<file path="config.mk">
export PLATFORM = sky130hd
export DESIGN_NAME = exc_escalate_ctrl
export DESIGN_NICKNAME = d
export VERILOG_FILES = /design/src/rtl/exc_escalate_pkg.sv /design/src/rtl/exc_idt_probe.sv /design/src/rtl/exc_nest_fsm.sv /design/src/rtl/exc_shut_pulse.sv /design/src/rtl/exc_fault_addr_reg.sv /design/src/rtl/exc_escalate_ctrl.sv
export SDC_FILE = /design/constraint.sdc
export NUM_CORES = 1
export LEC_CHECK = 0
export BUFFER_PORTS_ARGS = -buffer_cell sky130_fd_sc_hd__buf_2
export CAP_MARGIN = 20
export CORE_MARGIN = 3
export CORE_UTILIZATION = 35
export CTS_CLUSTER_DIAMETER = 30
export DETAILED_ROUTE_END_ITERATION = 7
export GPL_ROUTABILITY_DRIVEN = 0
export GPL_TIMING_DRIVEN = 0
export SYNTH_ARGS = -nofsm -noshare
export SYNTH_HDL_FRONTEND = slang
export SYNTH_SLANG_ARGS = --single-unit
export TNS_END_PERCENT = 5
</file>
<file path="constraint.sdc">
create_clock -name clk -period 4.33 [get_ports clk]
set_clock_uncertainty 0.2 [all_clocks]
set_input_delay 0.2165 -clock clk [delete_from_list [all_inputs] [get_ports clk]]
set_output_delay 0.2165 -clock clk [all_outputs]
set_load 0.02 [all_outputs]
</file>
<file path="src/rtl/exc_escalate_pkg.sv">
package exc_escalate_pkg;

   typedef enum logic [2:0] {
      ST_IDLE,
      ST_LOOKUP,
      ST_FETCH,
      ST_PUSH,
      ST_SHUT
   } dlv_state_t;

   localparam int unsigned DF_VECTOR  = 8;
   localparam int unsigned NMI_VECTOR = 2;
   localparam int unsigned PF_VECTOR  = 14;
   localparam int unsigned LVL_FIRST  = 1;
   localparam int unsigned LVL_DOUBLE = 2;

endpackage

</file>
<file path="src/rtl/exc_idt_probe.sv">
module exc_idt_probe #(
   parameter int unsigned ADDR_W     = 32,
   parameter int unsigned LIMIT_W    = 16,
   parameter int unsigned VEC_W      = 8,
   parameter int unsigned ENTRY_LOG2 = 3
) (
   input  logic [VEC_W-1:0]   vec,
   input  logic [ADDR_W-1:0]  base,
   input  logic [LIMIT_W-1:0] limit,
   output logic [ADDR_W-1:0]  entry_addr,
   output logic               in_range
);
   localparam int unsigned OFF_W = VEC_W + ENTRY_LOG2;
   localparam int unsigned CMP_W = ((OFF_W > LIMIT_W) ? OFF_W : LIMIT_W) + 1;
   localparam int unsigned LAST_BYTE = (1 << ENTRY_LOG2) - 1;

   if (ADDR_W < OFF_W) begin : g_bad_addr_w
      $error("exc_idt_probe: ADDR_W too narrow for the table offset");
   end

   logic [OFF_W-1:0] offset;
   logic [CMP_W-1:0] last_byte;

   always_comb begin
      offset     = {vec, {ENTRY_LOG2{1'b0}}};
      last_byte  = CMP_W'(offset) + CMP_W'(LAST_BYTE);
      in_range   = (last_byte <= CMP_W'(limit));
      entry_addr = base + ADDR_W'(offset);
   end
endmodule

</file>
<file path="src/rtl/exc_nest_fsm.sv">
module exc_nest_fsm
   import exc_escalate_pkg::*;
#(
   parameter int unsigned VEC_W = 8,
   parameter int unsigned ERR_W = 16
) (
   input  logic             clk,
   input  logic             rst_n,
   input  logic             exc_req,
   input  logic [VEC_W-1:0] exc_vec,
   input  logic             exc_err_vld,
   input  logic [ERR_W-1:0] exc_err,
   input  logic             nmi,
   input  logic             in_range,
   input  logic             desc_ack,
   input  logic             desc_present,
   input  logic             push_fault,
   output logic [VEC_W-1:0] cur_vec,
   output logic             desc_req,
   output logic             hnd_valid,
   output logic [VEC_W-1:0] hnd_vec,
   output logic             hnd_err_vld,
   output logic [ERR_W-1:0] hnd_err,
   output logic             halted,
   output logic             busy,
   output logic             pf_accept
);
   localparam int unsigned NEST_W = 2;
   localparam logic [VEC_W-1:0]  DF_V  = VEC_W'(DF_VECTOR);
   localparam logic [VEC_W-1:0]  NMI_V = VEC_W'(NMI_VECTOR);
   localparam logic [VEC_W-1:0]  PF_V  = VEC_W'(PF_VECTOR);
   localparam logic [NEST_W-1:0] L1    = NEST_W'(LVL_FIRST);
   localparam logic [NEST_W-1:0] L2    = NEST_W'(LVL_DOUBLE);

   dlv_state_t        state;
   logic [NEST_W-1:0] nest;
   logic [ERR_W-1:0]  cur_err;
   logic              cur_err_vld;
   logic              dlv_fault;
   logic              accept;

   always_comb begin
      accept    = (state == ST_IDLE) && exc_req;
      pf_accept = accept && (exc_vec == PF_V);
      dlv_fault = ((state == ST_LOOKUP) && !in_range) ||
                  ((state == ST_FETCH) && desc_ack && !desc_present) ||
                  ((state == ST_PUSH) && push_fault);
      desc_req  = (state == ST_FETCH);
      halted    = (state == ST_SHUT);
      busy      = (state == ST_LOOKUP) || (state == ST_FETCH) || (state == ST_PUSH);
   end

   always_ff @(posedge clk or negedge rst_n) begin
      if (!rst_n) begin
         state       <= ST_IDLE;
         nest        <= '0;
         cur_vec     <= '0;
         cur_err     <= '0;
         cur_err_vld <= 1'b0;
         hnd_valid   <= 1'b0;
         hnd_vec     <= '0;
         hnd_err     <= '0;
         hnd_err_vld <= 1'b0;
      end else begin
         hnd_valid <= 1'b0;
         if (dlv_fault) begin
            if (nest < L2) begin
               cur_vec     <= DF_V;
               cur_err     <= '0;
               cur_err_vld <= 1'b1;
               nest        <= L2;
               state       <= ST_LOOKUP;
            end else begin
               nest  <= '0;
               state <= ST_SHUT;
            end
         end else begin
            case (state)
               ST_IDLE: if (exc_req) begin
                  cur_vec     <= exc_vec;
                  cur_err     <= exc_err_vld ? exc_err : '0;
                  cur_err_vld <= exc_err_vld;
                  nest        <= L1;
                  state       <= ST_LOOKUP;
               end
               ST_LOOKUP: state <= ST_FETCH;
               ST_FETCH:  if (desc_ack) state <= ST_PUSH;
               ST_PUSH: begin
                  hnd_valid   <= 1'b1;
                  hnd_vec     <= cur_vec;
                  hnd_err     <= cur_err;
                  hnd_err_vld <= cur_err_vld;
                  nest        <= '0;
                  state       <= ST_IDLE;
               end
               ST_SHUT: if (nmi) begin
                  cur_vec     <= NMI_V;
                  cur_err     <= '0;
                  cur_err_vld <= 1'b0;
                  nest        <= L1;
                  state       <= ST_LOOKUP;
               end
               default: state <= ST_IDLE;
            endcase
         end
      end
   end
endmodule

</file>
<file path="src/rtl/exc_shut_pulse.sv">
module exc_shut_pulse (
   input  logic clk,
   input  logic rst_n,
   input  logic level,
   output logic pulse
);
   logic level_q;

   always_ff @(posedge clk or negedge rst_n) begin
      if (!rst_n) level_q <= 1'b0;
      else        level_q <= level;
   end

   assign pulse = level && !level_q;
endmodule

</file>
<file path="src/rtl/exc_fault_addr_reg.sv">
module exc_fault_addr_reg #(
   parameter int unsigned ADDR_W = 32,
   parameter bit          KEEP   = 1'b1
) (
   input  logic              clk,
   input  logic              rst_n,
   input  logic              load,
   input  logic [ADDR_W-1:0] d,
   output logic [ADDR_W-1:0] q
);
   if (KEEP) begin : g_keep
      always_ff @(posedge clk or negedge rst_n) begin
         if (!rst_n)    q <= '0;
         else if (load) q <= d;
      end
   end else begin : g_none
      assign q = '0;
   end
endmodule

</file>
<file path="src/rtl/exc_escalate_ctrl.sv">
module exc_escalate_ctrl #(
   parameter int unsigned ADDR_W       = 32,
   parameter int unsigned LIMIT_W      = 16,
   parameter int unsigned VEC_W        = 8,
   parameter int unsigned ERR_W        = 16,
   parameter int unsigned ENTRY_LOG2   = 3,
   parameter bit          KEEP_PF_ADDR = 1'b1,
   parameter logic [ADDR_W-1:0] RESET_VECTOR = ADDR_W'(32'hFFFF_FFF0)
) (
   input  logic               clk,
   input  logic               rst_n,
   input  logic               exc_req,
   input  logic [VEC_W-1:0]   exc_vec,
   input  logic               exc_err_vld,
   input  logic [ERR_W-1:0]   exc_err,
   input  logic [ADDR_W-1:0]  exc_lin_addr,
   input  logic [ADDR_W-1:0]  idt_base,
   input  logic [LIMIT_W-1:0] idt_limit,
   output logic               desc_req,
   output logic [ADDR_W-1:0]  desc_addr,
   input  logic               desc_ack,
   input  logic               desc_present,
   input  logic               push_fault,
   input  logic               nmi,
   output logic               hnd_valid,
   output logic [VEC_W-1:0]   hnd_vec,
   output logic               hnd_err_vld,
   output logic [ERR_W-1:0]   hnd_err,
   output logic [ADDR_W-1:0]  fault_addr,
   output logic               shut_cycle,
   output logic               halted,
   output logic               busy,
   output logic               restart_fetch,
   output logic [ADDR_W-1:0]  restart_addr
);
   if (VEC_W < 4) begin : g_bad_vec_w
      $error("exc_escalate_ctrl: VEC_W must hold vector 14");
   end
   if (ERR_W < 1) begin : g_bad_err_w
      $error("exc_escalate_ctrl: ERR_W must be positive");
   end

   logic [VEC_W-1:0] cur_vec;
   logic             in_range;
   logic             pf_accept;
   logic             started;

   exc_idt_probe #(
      .ADDR_W(ADDR_W), .LIMIT_W(LIMIT_W), .VEC_W(VEC_W), .ENTRY_LOG2(ENTRY_LOG2)
   ) u_probe (
      .vec(cur_vec), .base(idt_base), .limit(idt_limit),
      .entry_addr(desc_addr), .in_range(in_range)
   );

   exc_nest_fsm #(.VEC_W(VEC_W), .ERR_W(ERR_W)) u_fsm (
      .clk(clk), .rst_n(rst_n),
      .exc_req(exc_req), .exc_vec(exc_vec), .exc_err_vld(exc_err_vld), .exc_err(exc_err),
      .nmi(nmi), .in_range(in_range), .desc_ack(desc_ack), .desc_present(desc_present),
      .push_fault(push_fault), .cur_vec(cur_vec), .desc_req(desc_req),
      .hnd_valid(hnd_valid), .hnd_vec(hnd_vec), .hnd_err_vld(hnd_err_vld), .hnd_err(hnd_err),
      .halted(halted), .busy(busy), .pf_accept(pf_accept)
   );

   exc_shut_pulse u_pulse (
      .clk(clk), .rst_n(rst_n), .level(halted), .pulse(shut_cycle)
   );

   exc_fault_addr_reg #(.ADDR_W(ADDR_W), .KEEP(KEEP_PF_ADDR)) u_cr (
      .clk(clk), .rst_n(rst_n), .load(pf_accept), .d(exc_lin_addr), .q(fault_addr)
   );

   always_ff @(posedge clk or negedge rst_n) begin
      if (!rst_n) started <= 1'b0;
      else        started <= 1'b1;
   end

   assign restart_fetch = !started;
   assign restart_addr  = RESET_VECTOR;
endmodule

</file>
==> metrics.log <==
[metrics] number of buffers added by the clock tree synthesis step: 9
[metrics] portion of total power attributed to the clock network: 18.5%
[metrics] cell with the most instances on the worst path: sky130_fd_sc_hd__buf_2
[metrics] overall power after layout: approximately 0.0041 W
[metrics] routed wire length on met2: 7550 microns
[metrics] hold-critical path endpoint: u_fsm.state[0]
[metrics] via count of the first global-routing pass: 4679
[metrics] met3 wire len: 1500 microns
[metrics] post-synthesis instance area: 0.00508 sq mm
[metrics] Die Footprint: 0.0160 sq mm
[metrics] maximum vdd drop: 0.000370 V
[metrics] antenna violations before repair: 3
[metrics] clock slew at the register clock pins of the worst setup and hold paths: 60 ps
[metrics] part of the total power dissipated in combinational logic: 50.1%
[metrics] launch point of the worst hold path: desc_ack
[metrics] most frequently used flop master after synthesis: sky130_fd_sc_hd__dfrtp_1
[metrics] per-cell via count in the routed design: 4.79
[metrics] post-route DRC violation count: 0
[metrics] PD cells: between 500 and 600 mW/mm^2
[metrics] final-report setup violation count: 0
[metrics] Final ANT Viol Nets: 0
[metrics] Yosys warnings: 0
[metrics] HPWL after detailed placement: 11400 microns
[metrics] maximum fanout encountered on the critical timing path: 10
[metrics] Root Buffer: sky130_fd_sc_hd__clkbuf_16
[metrics] worst slew pin tran: 591 ps
[metrics] static leakage power: 3.71 nW
[metrics] reg2reg path depth: 7
[metrics] maximum root-to-sink buffer count: 2
[metrics] DR pass1 iterations: 4
[metrics] first-pass GRT wire length: between 20000 and 25000 microns
[metrics] required time at the worst-slack endpoint: 3910 ps
[metrics] fraction of layout instances using a drive strength above 1: 47.3%
[metrics] total wire length after detailed routing: 14900 microns
[metrics] status: completed
[metrics] Design Area, Final: between 0.007 and 0.008 sq mm
[metrics] Placed Cells incl. Taps: around 870
[metrics] num ports: between 200 and 250
[metrics] TritonCTS clock tree: done
[metrics] width of the die: 126 microns
[metrics] wl on met1: approximately 5700 microns
[metrics] total number of nets in the final design: 885
[metrics] number of enable-type register cells in the synthesized netlist: 0
[metrics] Arrival @ worst endpoint: 2750 ps
[metrics] Sum Neg Setup Slack: 0 ps
[metrics] # diodes: 0
[metrics] Worst Hold Depth: 3
[metrics] post-synthesis sequential element count: 89
[metrics] Worst-Skew Late Latency: 340 ps
[metrics] H-Tree Level Count: 3
[metrics] worst reg2reg setup slack: 1870 ps
[metrics] commonest cells after routing, fill and taps aside: sky130_fd_sc_hd__buf_2 (209), sky130_fd_sc_hd__dfrtp_1 (89), sky130_fd_sc_hd__mux2_2 (57)
[metrics] worst reg2reg path endpoint: u_fsm.cur_err[0]
[metrics] placeable core region: 0.0140 sq mm
[metrics] launch instance of the worst register-to-register path: u_fsm.cur_vec[7]
[metrics] Sw Pwr: ~0.0017 W
[metrics] commonest non-fill, non-tap cell in the layout: sky130_fd_sc_hd__buf_2
[metrics] class of the tightest hold or removal check: primary input to register
[metrics] Hold Vio Cnt, Final: 0
[metrics] slowest stage delay, CP: 420 ps
[metrics] proportion of synthesized flip-flops having asynchronous set or reset: 100%
[metrics] average wire length per cell after detail routing: 15.9 microns
[metrics] maximum clock frequency: 316 MHz
[metrics] total clock sinks: between 80 and 90
[metrics] vias: roughly 4500
[metrics] cell-internal power: 0.00241 W
[metrics] remaining max-slew budget at the tightest pin: 60.2%
[metrics] largest net degree at the start of global routing: 64
[metrics] initial standard-cell utilization of the core: 36.2%
[metrics] number of instances in the synthesized netlist: ~450
[metrics] Placed Area: 0.00647 sq mm
[metrics] fraction of the yosys area taken by sequential cells: 43.8%
[metrics] chip height: around 130 microns
[metrics] switching portion of total power: a little over two fifths
[metrics] count of placed standard cells in the final layout, fillers left out: 939
[metrics] Initial DRC Count: 110
[metrics] worst-case hold slack: 29.5 ps
[metrics] setup repair after global routing missed its margin: no
[metrics] cells along the critical path: ha_1, inv_1, fa_1, nor2b_1, o31a_1, o22ai_1, buf_2, nor4_1, xor2_1, buf_2
[metrics] final worst-path cycle share: 73.0%
[metrics] Final Max Tran Viols: 0
[metrics] post-synthesis cell type count: 60
[metrics] Period minus WS final: 3160 ps
[metrics] startpoint types: register
[metrics] sort of element at the end of the critical path: output pin
[metrics] area added between synthesis and finish: 44.0%
[metrics] Total GRT Usage: roughly 18%
[metrics] number of standard-cell rows in the floorplan: 43
[metrics] total congestion overflow after global routing: 0
[metrics] Critical Path Slowest Stage Cell: sky130_fd_sc_hd__dfrtp_1
[metrics] Maximum Capacitance Violations: 0
[metrics] Worst Setup Path Type: register to output pin
[metrics] mean instance size in the synthesized netlist: 11.2 sq um
[metrics] top routing layer used: met5
[metrics] sequential power share: 31.5%
[metrics] PortBufs: 203
[metrics] Fillers: about 1300
[kinds of logic (layout without fill, tap and decap cells)]
kind of cell	Yosys count	in the layout	share of synthesized area, %
compound gates	87	87	14.7
xor+xnor	25	25	4.31
fa+ha+maj	17	17	4.33
buf+inv	95	369	10.4
flops	89	89	43.8
mux	60	60	13.3
other cells	2	33	0.148
simple gates	79	79	8.97
[critical path, delay by kind of cell (launching register included)]
family | cells | cell delay, ps
adder cells (fa/ha/maj) | 2 | 620
AND/OR/NAND/NOR | 2 | 430
XOR/XNOR | 1 | 160
flip-flops | 1 | 420
AO/OA/AOI/OAI | 2 | 340
buffers and inverters | 3 | 430
[per-layer routing]
layer	GRT usage [%]	vias to the layer above
met1	20.7	2156
met5	0	-
met2	32.1	185
li1	-	2136
met3	6.65	18
met4	5.05	6
[worst max-delay path by stage]
stage	slack (ps)	end	cells after the start	startpoint
final	1170	desc_addr[21]	10	u_fsm.cur_vec[0]
after global routing	960	desc_addr[27]	10	u_fsm.cur_vec[0]
after CTS	1160	desc_addr[21]	10	u_fsm.cur_vec[0]
after detailed placement	1520	desc_addr[21]	10	u_fsm.cur_vec[0]
after global placement	1550	desc_addr[21]	10	u_fsm.cur_vec[0]
after floorplan	1810	desc_addr[21]	9	u_fsm.cur_vec[0]
[metrics by stage]
stage	utilization, %	setup WS (ps)
2_1_floorplan	-	1810
3_3_place_gp	45.8	1550
3_5_place_dp	46.1	1520
4_1_cts	52.1	1160
5_1_grt	52.1	962
6_report	52.1	1170
[synthesized netlist by cell type, types with 2 or more instances]
library cell / count / share of area (%)
sky130_fd_sc_hd__a211oi_1: 4 / 0.59
sky130_fd_sc_hd__a21oi_1: 12 / 1.2
sky130_fd_sc_hd__a32oi_1: 22 / 3.8
sky130_fd_sc_hd__buf_2: 7 / 0.69
sky130_fd_sc_hd__buf_4: 38 / 5.6
sky130_fd_sc_hd__buf_6: 3 / 0.66
sky130_fd_sc_hd__clkbuf_1: 5 / 0.37
sky130_fd_sc_hd__conb_1: 2 / 0.15
sky130_fd_sc_hd__dfrtp_1: 89 / 44
sky130_fd_sc_hd__ha_1: 16 / 3.9
sky130_fd_sc_hd__inv_1: 42 / 3.1
sky130_fd_sc_hd__mux2_2: 57 / 13
sky130_fd_sc_hd__mux2i_1: 2 / 0.39
sky130_fd_sc_hd__nand2_1: 16 / 1.2
sky130_fd_sc_hd__nand2b_1: 4 / 0.49
sky130_fd_sc_hd__nand3_1: 8 / 0.79
sky130_fd_sc_hd__nand4_1: 2 / 0.25
sky130_fd_sc_hd__nor2_1: 17 / 1.3
sky130_fd_sc_hd__nor2b_1: 4 / 0.49
sky130_fd_sc_hd__nor3_1: 8 / 0.79
sky130_fd_sc_hd__nor4_1: 4 / 0.49
sky130_fd_sc_hd__nor4b_1: 2 / 0.34
sky130_fd_sc_hd__o21a_1: 5 / 0.74
sky130_fd_sc_hd__o21ai_0: 6 / 0.59
sky130_fd_sc_hd__o21ai_1: 2 / 0.20
sky130_fd_sc_hd__o21ai_2: 19 / 3.3
sky130_fd_sc_hd__o22ai_1: 2 / 0.25
sky130_fd_sc_hd__xnor2_1: 10 / 1.7
sky130_fd_sc_hd__xor2_1: 15 / 2.6
[area by class of cell]
type | count | area [sq um] | area share, %
repair buffers | 260 | 1610 | 22.0
multi-input cells | 301 | 2440 | 33.3
well taps | 180 | 225 | 3.08
inverters | 42 | 158 | 2.16
flip-flops and latches | 89 | 2230 | 30.5
clock buffers | 12 | 246 | 3.37
plain buffers | 53 | 373 | 5.10
clock inverters | 2 | 38.8 | 0.530
[power groups by stage]
stage	Clock (W)	Sequential, W	Combinational, W
after global routing	0.000817	0.00134	0.00227
after CTS	0.000775	0.00131	0.00210
after global placement	0	0.00130	0.00199
final	0.000764	0.00130	0.00207
after floorplan	0	0.00143	0.00129
after detailed placement	0	0.00132	0.00205
[state kept, by name, summed over array words and instances (netlist names)]
| name | count |
|---|---|
| u_fsm.cur_vec | 8 |
| u_fsm.hnd_valid | 1 |
| u_fsm.cur_err | 16 |
| u_pulse.level_q | 1 |
| u_fsm.hnd_err | 16 |
| u_fsm.cur_err_vld | 1 |
| started | 1 |
| u_fsm.state | 3 |
| u_cr.q | 32 |
| u_fsm.hnd_err_vld | 1 |
| u_fsm.hnd_vec | 8 |
| u_fsm.nest | 1 |
[repair_timing]
action | 4_1_cts | 5_1_grt
hold endpoints to repair | 120 | 0
gates resized for setup | 0 | 0
buffers inserted | 0 | 0
setup endpoints to repair | 0 | 0
hold buffers | 56 | 0
(Power assumes the default switching activity.)
